$ cat src/rtl/mcx_pkg.sv
package mcx_pkg;
  typedef enum logic [1:0] {
    ST_IDLE  = 2'd0,
    ST_EMIT  = 2'd1,
    ST_COUNT = 2'd2
  } mcx_state_e;
endpackage

$ cat src/rtl/mcx_len_mask.sv
module mcx_len_mask #(
  parameter int LANES = 64,
  parameter int CW    = 7
) (
  input  logic [LANES-1:0] mask,
  input  logic [CW-1:0]    vlen,
  output logic [LANES-1:0] kept
);
  for (genvar g = 0; g < LANES; g++) begin : g_lane
    assign kept[g] = mask[g] & (vlen > CW'(g));
  end
endmodule

$ cat src/rtl/mcx_lowest.sv
module mcx_lowest #(
  parameter int LANES = 64,
  parameter int IW    = 6
) (
  input  logic [LANES-1:0] vec,
  output logic             found,
  output logic [IW-1:0]    pos
);
  always_comb begin
    pos = '0;
    for (int i = LANES - 1; i >= 0; i--) begin
      if (vec[i]) pos = IW'(i);
    end
  end
  assign found = |vec;
endmodule

$ cat src/rtl/mcx_popcount.sv
module mcx_popcount #(
  parameter int LANES = 64,
  parameter int CW    = 7
) (
  input  logic [LANES-1:0] vec,
  output logic [CW-1:0]    ones
);
  always_comb begin
    ones = '0;
    for (int i = 0; i < LANES; i++) begin
      ones = ones + CW'(vec[i]);
    end
  end
endmodule

$ cat src/rtl/mcx_mask_compress.sv
module mcx_mask_compress
  import mcx_pkg::*;
#(
  parameter int LANES = 64,
  parameter int IW    = $clog2(LANES),
  parameter int CW    = $clog2(LANES + 1)
) (
  input  logic             clk,
  input  logic             rst_n,
  input  logic             in_valid,
  output logic             in_ready,
  input  logic [LANES-1:0] in_mask,
  input  logic [CW-1:0]    in_vlen,
  output logic             idx_valid,
  input  logic             idx_ready,
  output logic [IW-1:0]    idx_data,
  output logic             cnt_valid,
  input  logic             cnt_ready,
  output logic [CW-1:0]    cnt_data
);
  mcx_state_e       state;
  logic [LANES-1:0] pending;
  logic [CW-1:0]    total;

  logic [LANES-1:0] kept;
  logic [CW-1:0]    kept_ones;
  logic             any_left;
  logic [IW-1:0]    low_pos;
  logic [LANES-1:0] pending_next;

  mcx_len_mask #(.LANES(LANES), .CW(CW)) u_len (
    .mask (in_mask),
    .vlen (in_vlen),
    .kept (kept)
  );

  mcx_popcount #(.LANES(LANES), .CW(CW)) u_pop (
    .vec  (kept),
    .ones (kept_ones)
  );

  mcx_lowest #(.LANES(LANES), .IW(IW)) u_low (
    .vec   (pending),
    .found (any_left),
    .pos   (low_pos)
  );

  assign pending_next = pending & ~(LANES'(1) << low_pos);

  always_ff @(posedge clk or negedge rst_n) begin
    if (!rst_n) begin
      state   <= ST_IDLE;
      pending <= '0;
      total   <= '0;
    end else begin
      unique case (state)
        ST_IDLE: if (in_valid) begin
          pending <= kept;
          total   <= kept_ones;
          state   <= (|kept) ? ST_EMIT : ST_COUNT;
        end
        ST_EMIT: if (idx_ready) begin
          pending <= pending_next;
          if (pending_next == '0) state <= ST_COUNT;
        end
        ST_COUNT: if (cnt_ready) state <= ST_IDLE;
        default: state <= ST_IDLE;
      endcase
    end
  end

  assign in_ready  = (state == ST_IDLE);
  assign idx_valid = (state == ST_EMIT) && any_left;
  assign idx_data  = low_pos;
  assign cnt_valid = (state == ST_COUNT);
  assign cnt_data  = total;
endmodule

$ cat config.mk
export PLATFORM = sky130hd
export DESIGN_NAME = mcx_mask_compress
export DESIGN_NICKNAME = d
export VERILOG_FILES = /design/src/rtl/mcx_pkg.sv /design/src/rtl/mcx_len_mask.sv /design/src/rtl/mcx_lowest.sv /design/src/rtl/mcx_popcount.sv /design/src/rtl/mcx_mask_compress.sv
export SDC_FILE = /design/constraint.sdc
export NUM_CORES = 1
export LEC_CHECK = 0
export ABC_AREA = 1
export BUFFER_PORTS_ARGS = -buffer_cell sky130_fd_sc_hd__clkbuf_2
export CAP_MARGIN = 25
export CORE_UTILIZATION = 55
export CTS_CLUSTER_DIAMETER = 120
export DETAILED_ROUTE_END_ITERATION = 8
export GPL_TIMING_DRIVEN = 0
export PLACE_DENSITY = 0.76
export SYNTH_ARGS = -nofsm -noshare
export SYNTH_HDL_FRONTEND = slang
export SYNTH_SLANG_ARGS = --single-unit
$ cat constraint.sdc
create_clock -name clk -period 7.1 [get_ports clk]
set_input_delay 1.42 -clock clk [delete_from_list [all_inputs] [get_ports clk]]
set_output_delay 1.42 -clock clk [all_outputs]
set_load 0.02 [all_outputs]
* Yosys cells after proc, flatten, opt, wreduce, memory -nomap -nowiden *
Index checks and enable logic that the tools add are counted.

cells by class
  $add $sub $neg = 63
  order comparisons = 64
  eq/ne operators = 6
  shift-type cells = 1
  muxes and demuxes = 73
  bitwise logic cells = 66
  reduce and logical (&&, ||, !) cells = 9

operators with widths
  operator                                                                         number
  7-bit by 1-bit adder with 7-bit output                                           62
  6-bit 2-to-1 mux                                                                 64
  7-bit by 6-bit greater-than comparator with 1-bit output, second input constant  32
  64-bit 2-to-1 mux                                                                2
  64-bit case mux with 2 select lines                                              1
  64-bit OR reduction                                                              2
  7-bit by 5-bit greater-than comparator with 1-bit output, second input constant  16
  1-bit AND                                                                        64
  64-bit AND                                                                       1
  64-bit logical NOT                                                               1
  64-bit inverter                                                                  1
  1-bit by 6-bit << shifter with 64-bit output, first input constant               1
  7-bit by 4-bit greater-than comparator with 1-bit output, second input constant  8
  7-bit by 3-bit greater-than comparator with 1-bit output, second input constant  4
  7-bit by 1-bit greater-than comparator with 1-bit output, second input constant  2
  7-bit by 2-bit greater-than comparator with 1-bit output, second input constant  2
  2-bit 2-to-1 mux                                                                 5
  2-bit inequality test, second input constant                                     3
  2-bit case mux with 3 select lines                                               1
  4-bit AND reduction                                                              1
  3-bit AND reduction                                                              1
  1-bit by 1-bit adder with 2-bit output                                           1
  2-bit by 1-bit == test with 1-bit output, second input constant                  1
  2-bit == test, second input constant                                             1
  5 further kinds                                                                  5

storage, ports and cells
  register bits = 73
  logic and storage cells = 285

* Longest topological paths before layout *
Gate-level depths: netlist (run 1).

  depth in word-level cells = 71
  gate-level depth with buffers = 76
  mapped depth without buffers = 76

* By module *
From an unflattened synthesis (run 1), not the netlist that was laid out.

unflattened totals
  cells, all modules = 1314
  area, all modules = 8388.0 um2

modules (own cells, without submodules)
  module             instances  cells an instance  area an instance (um2)  seq. area each (um2)
  mcx_mask_compress  1          659                4566.9                  1826.8
  mcx_popcount       1          196                1805.5                  0.0
  mcx_lowest         1          235                1024.7                  0.0
  mcx_len_mask       1          224                991.0                   0.0

* Worst setup path after synthesis (run 1) *
Ideal clock, no wire load.

  kind = input -> register
  from = in in_vlen[6]
  to = reg total[6], in the netlist cnt_data[6]
  data arrival time = 7.998 ns
  data required time = 6.974 ns
  slack = -1.023 ns
  stages = 25
  path through = clkbuf_1 > nor2_1 > inv_1 > nor2_1 > inv_1 > o21ai_0 > ha_1 > inv_1 > fa_1 > fa_1 > fa_1 > fa_1 > fa_1 > fa_1 > fa_1 > fa_1 > inv_1 > fa_1 > fa_1 > a21oi_1 > nor2_1 > nor2_1 > nor2_1 > o21ai_0 > a21oi_1

on the way
  longest elaborated chain between the ends = 65
  elaborated cells on any way between the ends = 191

RTL lines
  item                                                      line                     text
  start, declared                                           mcx_mask_compress.sv:13  input logic [CW-1:0] in_vlen,
  7-bit by 1-bit greater-than comparator with 1-bit output  mcx_len_mask.sv:10       assign kept[g] = mask[g] & (vlen > CW'(g));
  1-bit AND                                                 mcx_len_mask.sv:10
  1-bit by 1-bit adder with 2-bit output                    mcx_popcount.sv:11       ones = ones + CW'(vec[i]);
  7-bit by 1-bit adder with 7-bit output (61 in a row)      mcx_popcount.sv:11
  7-bit by 1-bit adder with 7-bit output *                  mcx_popcount.sv:11
  end signal, assigned                                      mcx_mask_compress.sv:59  total <= kept_ones;
  end, declared                                             mcx_mask_compress.sv:23  logic [CW-1:0] total;

Mark *: on every way between the ends. The rest lies on a longest branch, timed or not.
A chain may end at the register's enable or synchronous reset.

* Worst setup path in the final report (run 1) *
  from = in in_vlen[5]
  to = reg total[4], in the netlist cnt_data[4]

Same word-level chain as after synthesis.

==> run summary, run 1 <==
most common cell after layout, fill and taps aside = nand2_1
number of buffers created by CTS = 9
DP Wirelength = 21800 um
met2 wire length = 12400 um
DR top layer = met4
global-route wire length before repair = 43000 um
CTS sink cnt = 73
crit path buf inv count = 5
met3 WL = 2780 um
Post-Syn Area = 7740 um2
Total Routing Usage GR = 39.1%
slowest CP cell = fa_2
Setup WS pre-CTS = -1.22 ns
Worst Setup SP = in_vlen[5]
top-area cell type share of the netlist area = 23.6%
final setup fails = 6
DRC = 0
RD Place Congestion = 1.03
CP Class = in2reg
status = finished, violations left
worst-path cell chain = buf_2 -> nor2_4 -> inv_4 -> nor2_4 -> inv_4 -> o21ai_4 -> ha_1 -> inv_2 -> fa_1 -> fa_1 -> fa_1 -> fa_1 -> fa_2 -> fa_1 -> fa_1 -> fa_1 -> inv_1 -> fa_2 -> fa_2 -> a21oi_2 -> nor2_1 -> nor2_1 -> nor2_1 -> o31ai_1
WL per Instance = 18.2 um
placed inst area = 8540 um2
fmax = 133 MHz
CP endpoint kind = flip-flop
clk root buf = clkbuf_16
cell mode on critical path = fa_1
Routed WL = 27400 um
diode count = 0
Req. time, crit path = 7.35 ns
routed vias/inst = 5.90
Cells after Synth = 1194
largest net degree at the start of global routing = 43
Die ar. = 14600 um2
CP top delay family = adder cells
Worst slew margin = 43.8%
antenna violations before repair = 0
Port-buffer cells = 90
mean post-synth cell area = 6.49 um2
minimum clock period = 7.51 ns
worst-margin pin slew = 0.840 ns
via count = 8866
CP Launch Type = input port
clock skew = 0.00740 ns
CTS tree = built
vias in the first global route = 8258
max_cap viols = 0
post-synthesis register bit count = 73
Yosys cell types = 31
DRT antenna net count = 0
Synth area leader = dfrtp_1
Core ar. = 13500 um2
clock buffer depth = 2
slowest stage delay, CP = 0.58 ns
share of cells above drive strength 1 = 18.3%
die height = 121 um
# H-tree levels = 3
final hold violations = 0
Final Cell Area = 9320 um2
latest clock arrival within the worst-skew pair = 0.34 ns
DRT Pass-1 Iters = 5
most frequent cells in the layout = nand2_1, inv_1, nand3_1
failing checks = negative setup slack
Nets = 1469
Congestion Overflow GR = 0
reg2reg start = pending[63]$_DFFE_PN0P_
top post-synthesis cells by area = dfrtp_1, nand2_1, fa_1
Fill cells = 1196
Slew Viols, Final = 0
Hold Crit Start = cnt_data[4]$_DFFE_PN0P_
Post-Syn Nets = 1341
M1 WL = 11000 um
Crit Path Max Fanout = 6
CP arrival = 7.76 ns
Hold Path Class = reg2reg
Synth Warn # = 0
Initial DRC Count = 1156
Seq/Total Area, Yosys = 23.6%
Final Worst Setup Slack = -0.411 ns
Worst R2R Setup Slack = 1.74 ns
I/O pin count = 92
clock-pin slew on the worst setup and hold paths = 0.06 ns
period utilization = 106%
starting density of the core = 57.3%
RSZ-0062 raised after global routing = yes
area grow syn2layout = 20.3%
Hold-fix buffers, CTS = 0
Die W = 121 um
FP Rows = 42
[per-stage QoR]
step	utilization, %	instances	setup TNS, ns	hold WS (ns)
2_1_floorplan	-	1194	-1.29	0.520
3_3_place_gp	63.0	1460	-6.61	0.460
3_5_place_dp	63.2	1461	-6.68	0.474
4_1_cts	67.6	1493	-1.58	0.489
5_1_grt	69.0	1503	-2.84	0.516
6_report	69.0	1503	-1.83	0.485
[metal layers]
layer | up-vias | track usage (%)
met5 | - | 0
met1 | 4104 | 52.9
met3 | 85 | 7.08
met2 | 569 | 61.5
li1 | 4108 | -
met4 | 0 | 16.9
[area by class of cell]
class	count	area [um2]	area share (%)
multi-input combinational	883	5300	56.9
inverter	194	751	8.06
clock buffer	15	298	3.20
sequential	73	1830	19.6
clock inverter	1	30.0	0.322
tap	176	220	2.36
buffer	44	186	2.00
timing repair buffer	117	703	7.55
[worst min-delay path, stage by stage (launching register included)]
cell and delay, ns:
dfrtp_1 0.34, nand2_1 0.06, o31ai_1 0.05
[logic make-up after synthesis]
| kind of cell | count (synthesis) | share of synthesized area, % |
|---|---|---|
| buffers and inverters | 238 | 11.5 |
| flip-flops | 73 | 23.6 |
| AND/OR/NAND/NOR | 571 | 31.5 |
| adder cells (fa/ha/maj) | 71 | 16.7 |
| XOR/XNOR | 3 | 0.339 |
| AO/OA/AOI/OAI | 238 | 16.4 |
[final timing paths]
path	end	cells past startpoint
worst max-delay path	cnt_data[4]$_DFFE_PN0P_	24
worst min-delay path	cnt_data[4]$_DFFE_PN0P_	2
worst max register to register	state[0]$_DFFE_PN0P_	74
worst min register to register	cnt_data[4]$_DFFE_PN0P_	2
max in group asynchronous	pending[20]$_DFFE_PN0P_	2
min in group asynchronous	pending[51]$_DFFE_PN0P_	1
[sequential cells by signal, indices dropped and copies added (netlist names)]
name      count
pending      64
cnt_data      7
state         2
[what timing repair did]
action,in CTS,in global routing
setup buffers,16,10
pin swaps,19,26
setup endpoints to repair,7,7
gates resized for setup,56,47
hold endpoints to repair,0,0
[synth_stat cells (all sizes together)]
cell	number
o22ai	35
buf	8
o21bai	2
xnor2	1
nor3	5
nand3	103
o2111ai	2
clkinv	1
dfrtp	73
nor4	7
fa	54
nand4	17
a22o	1
o211ai	1
xor2	2
a21oi	78
nand2	312
o21ai	112
clkbuf	36
o31ai	2
a31oi	4
inv	193
a311oi	1
nor2	127
ha	17
Power of run 1 is left out: the tool's default activity adds up to more than one toggle a clock period on the data nets, which glitch-free logic cannot reach.
==> run 2: changes to the inputs <==
--- a/config.mk
+++ b/config.mk
@@ -8,11 +8,11 @@
 export ABC_AREA = 1
 export BUFFER_PORTS_ARGS = -buffer_cell sky130_fd_sc_hd__clkbuf_2
 export CAP_MARGIN = 25
-export CORE_UTILIZATION = 55
+export CORE_UTILIZATION = 35
 export CTS_CLUSTER_DIAMETER = 120
 export DETAILED_ROUTE_END_ITERATION = 8
 export GPL_TIMING_DRIVEN = 0
-export PLACE_DENSITY = 0.76
+export SKIP_CTS_REPAIR_TIMING = 1
 export SYNTH_ARGS = -nofsm -noshare
 export SYNTH_HDL_FRONTEND = slang
 export SYNTH_SLANG_ARGS = --single-unit
==> run 2 against run 1 <==
  * The flow still finishes with violations (negative setup slack)
  * Worst hold slack improved by 0.0015 ns
  * Routed wire length increased by 7.7%
  * Clock skew grew 0.0023 ns
  * Sequential share of layout area is 0.12 points lower
  * Largest cell class unchanged
==> run summary, run 2 (synthesized netlist as in run 1, its figures left out) <==
status = finished, violations left (unchanged)
via count = 8460 (was 8866)
diode count = 0 (unchanged)
CP Class = in2reg (unchanged)
fmax = 130 MHz (was 133 MHz)
share of cells above drive strength 1 = 17.9% (was 18.3%)
FP Rows = 54 (was 42)
# H-tree levels = 3 (unchanged)
Initial DRC Count = 761 (was 1156)
Worst slew margin = 45.8% (was 43.8%)
routed vias/inst = 5.26 (was 5.90)
latest clock arrival within the worst-skew pair = 0.35 ns (was 0.34 ns)
RD Place Congestion = 1.01 (was 1.03)
max reg flops = 64 (unchanged)
final setup fails = 6 (unchanged)
cell mode on critical path = fa_1 (unchanged)
slowest stage delay, CP = 0.56 ns (was 0.58 ns)
area grow syn2layout = 21.0% (was 20.3%)
CP endpoint kind = flip-flop (unchanged)
WL per Instance = 18.4 um (was 18.2 um)
Die W = 151 um (was 121 um)
max_cap viols = 0 (unchanged)
largest net degree at the start of global routing = 50 (was 43)
slowest CP cell = fa_1 (was fa_2)
global-route wire length before repair = 45100 um (was 43000 um)
CP arrival = 7.94 ns (was 7.76 ns)
Top reg by flops = pending (unchanged)
DRT Pass-1 Iters = 6 (was 5)
I/O pin count = 92 (unchanged)
Slew Viols, Final = 0 (unchanged)
CTS tree = built (unchanged)
Total Routing Usage GR = 26.7% (was 39.1%)
Crit Path Max Fanout = 6 (unchanged)
Die ar. = 22700 um2 (was 14600 um2)
clock-pin slew on the worst setup and hold paths = 0.07 ns (was 0.06 ns)
die height = 151 um (was 121 um)
most common cell after layout, fill and taps aside = nand2_1 (unchanged)
CP Launch Type = input port (unchanged)
DP Wirelength = 24400 um (was 21800 um)
DRC = 0 (unchanged)
CTS sink cnt = 73 (unchanged)
worst-margin pin slew = 0.813 ns (was 0.840 ns)
final hold violations = 0 (unchanged)
Core ar. = 21800 um2 (was 13500 um2)
Congestion Overflow GR = 0 (unchanged)
antenna violations before repair = 0 (unchanged)
minimum clock period = 7.70 ns (was 7.51 ns)
clock buffer depth = 2 (unchanged)
crit path buf inv count = 6 (was 5)
Hold Path Class = reg2reg (unchanged)
Routed WL = 29500 um (was 27400 um)
number of buffers created by CTS = 9 (unchanged)
Final Worst Setup Slack = -0.599 ns (was -0.411 ns)
Req. time, crit path = 7.34 ns (was 7.35 ns)
clock skew = 0.00971 ns (was 0.00740 ns)
DRT antenna net count = 0 (unchanged)
CP top delay family = adder cells (unchanged)
period utilization = 108% (was 106%)
failing checks = negative setup slack (unchanged)
Nets = 1469 (unchanged)
vias in the first global route = 8166 (was 8258)
starting density of the core = 35.6% (was 57.3%)
most frequent cells in the layout = nand2_1, inv_1, nand3_1 (unchanged)
Port-buffer cells = 90 (unchanged)
RSZ-0062 raised after global routing = yes (unchanged)
clk root buf = clkbuf_16 (unchanged)
post-route setup TNS = -2.49 ns (was -1.83 ns)
run 2: cell types whose count changed in the layout (fill, tap and decap cells not counted), moves of 4 or more:
cell | before | now
o21ai_2 | 8 | 3
inv_2 | 23 | 19
inv_1 | 163 | 167
nor2_1 | 89 | 85
nor2_2 | 26 | 32
o21ai_1 | 7 | 12
run 2: worst register-to-register path, delay by kind of cell, from the launching register on:
kind / cells / cell delay [ns]
flip-flops: 1 / 0.46
AND/OR/NAND/NOR: 75 / 4.79
run 2: area by class of cell:
| class | count | area, um2 |
|---|---|---|
| fillers | 2359 | 12400 |
| multi-input cells | 883 | 5280 |
| flip-flops and latches | 73 | 1830 |
| inverters | 194 | 756 |
| repair buffers | 117 | 701 |
| well taps | 280 | 350 |
| clock buffers | 13 | 260 |
| plain buffers | 44 | 186 |
| clock inverters | 3 | 15.0 |
run 2: through the flow:
step           worst slack (ns)  util, %  std cells  hold slack [ns]  cell area, um2
2_1_floorplan            -0.351        -       1194            0.520            7840
3_3_place_gp              -1.57     39.7       1564            0.461            8640
3_5_place_dp              -1.57     39.9       1565            0.473            8670
4_1_cts                   -1.26     41.1       1581            0.490            8950
5_1_grt                  -0.772     43.1       1607            0.511            9370
6_report                 -0.599     43.1       1607            0.486            9370
run 2: worst paths after layout:
kind                                           end                    start  depth (start not counted)  slack [ns]
setup reg to reg              state[1]$_DFFE_PN0P_  pending[63]$_DFFE_PN0P_                         75        1.81
max in group asynchronous  cnt_data[5]$_DFFE_PN0P_                    rst_n                          2        5.49
setup / recovery           cnt_data[6]$_DFFE_PN0P_               in_vlen[6]                         26       -0.60
min in group asynchronous  pending[52]$_DFFE_PN0P_                    rst_n                          1        1.02
hold reg to reg            cnt_data[0]$_DFFE_PN0P_  cnt_data[0]$_DFFE_PN0P_                          2        0.49
hold / removal             cnt_data[0]$_DFFE_PN0P_  cnt_data[0]$_DFFE_PN0P_                          2        0.49
run 2: per-layer routing:
layer / track usage, % / share of wire (%)
met5: 0 / 0
met3: 4.55 / 8.1
met4: 9.85 / 3.6
met2: 41.6 / 45
met1: 37.1 / 44
Power of run 2 is left out for the same reason.
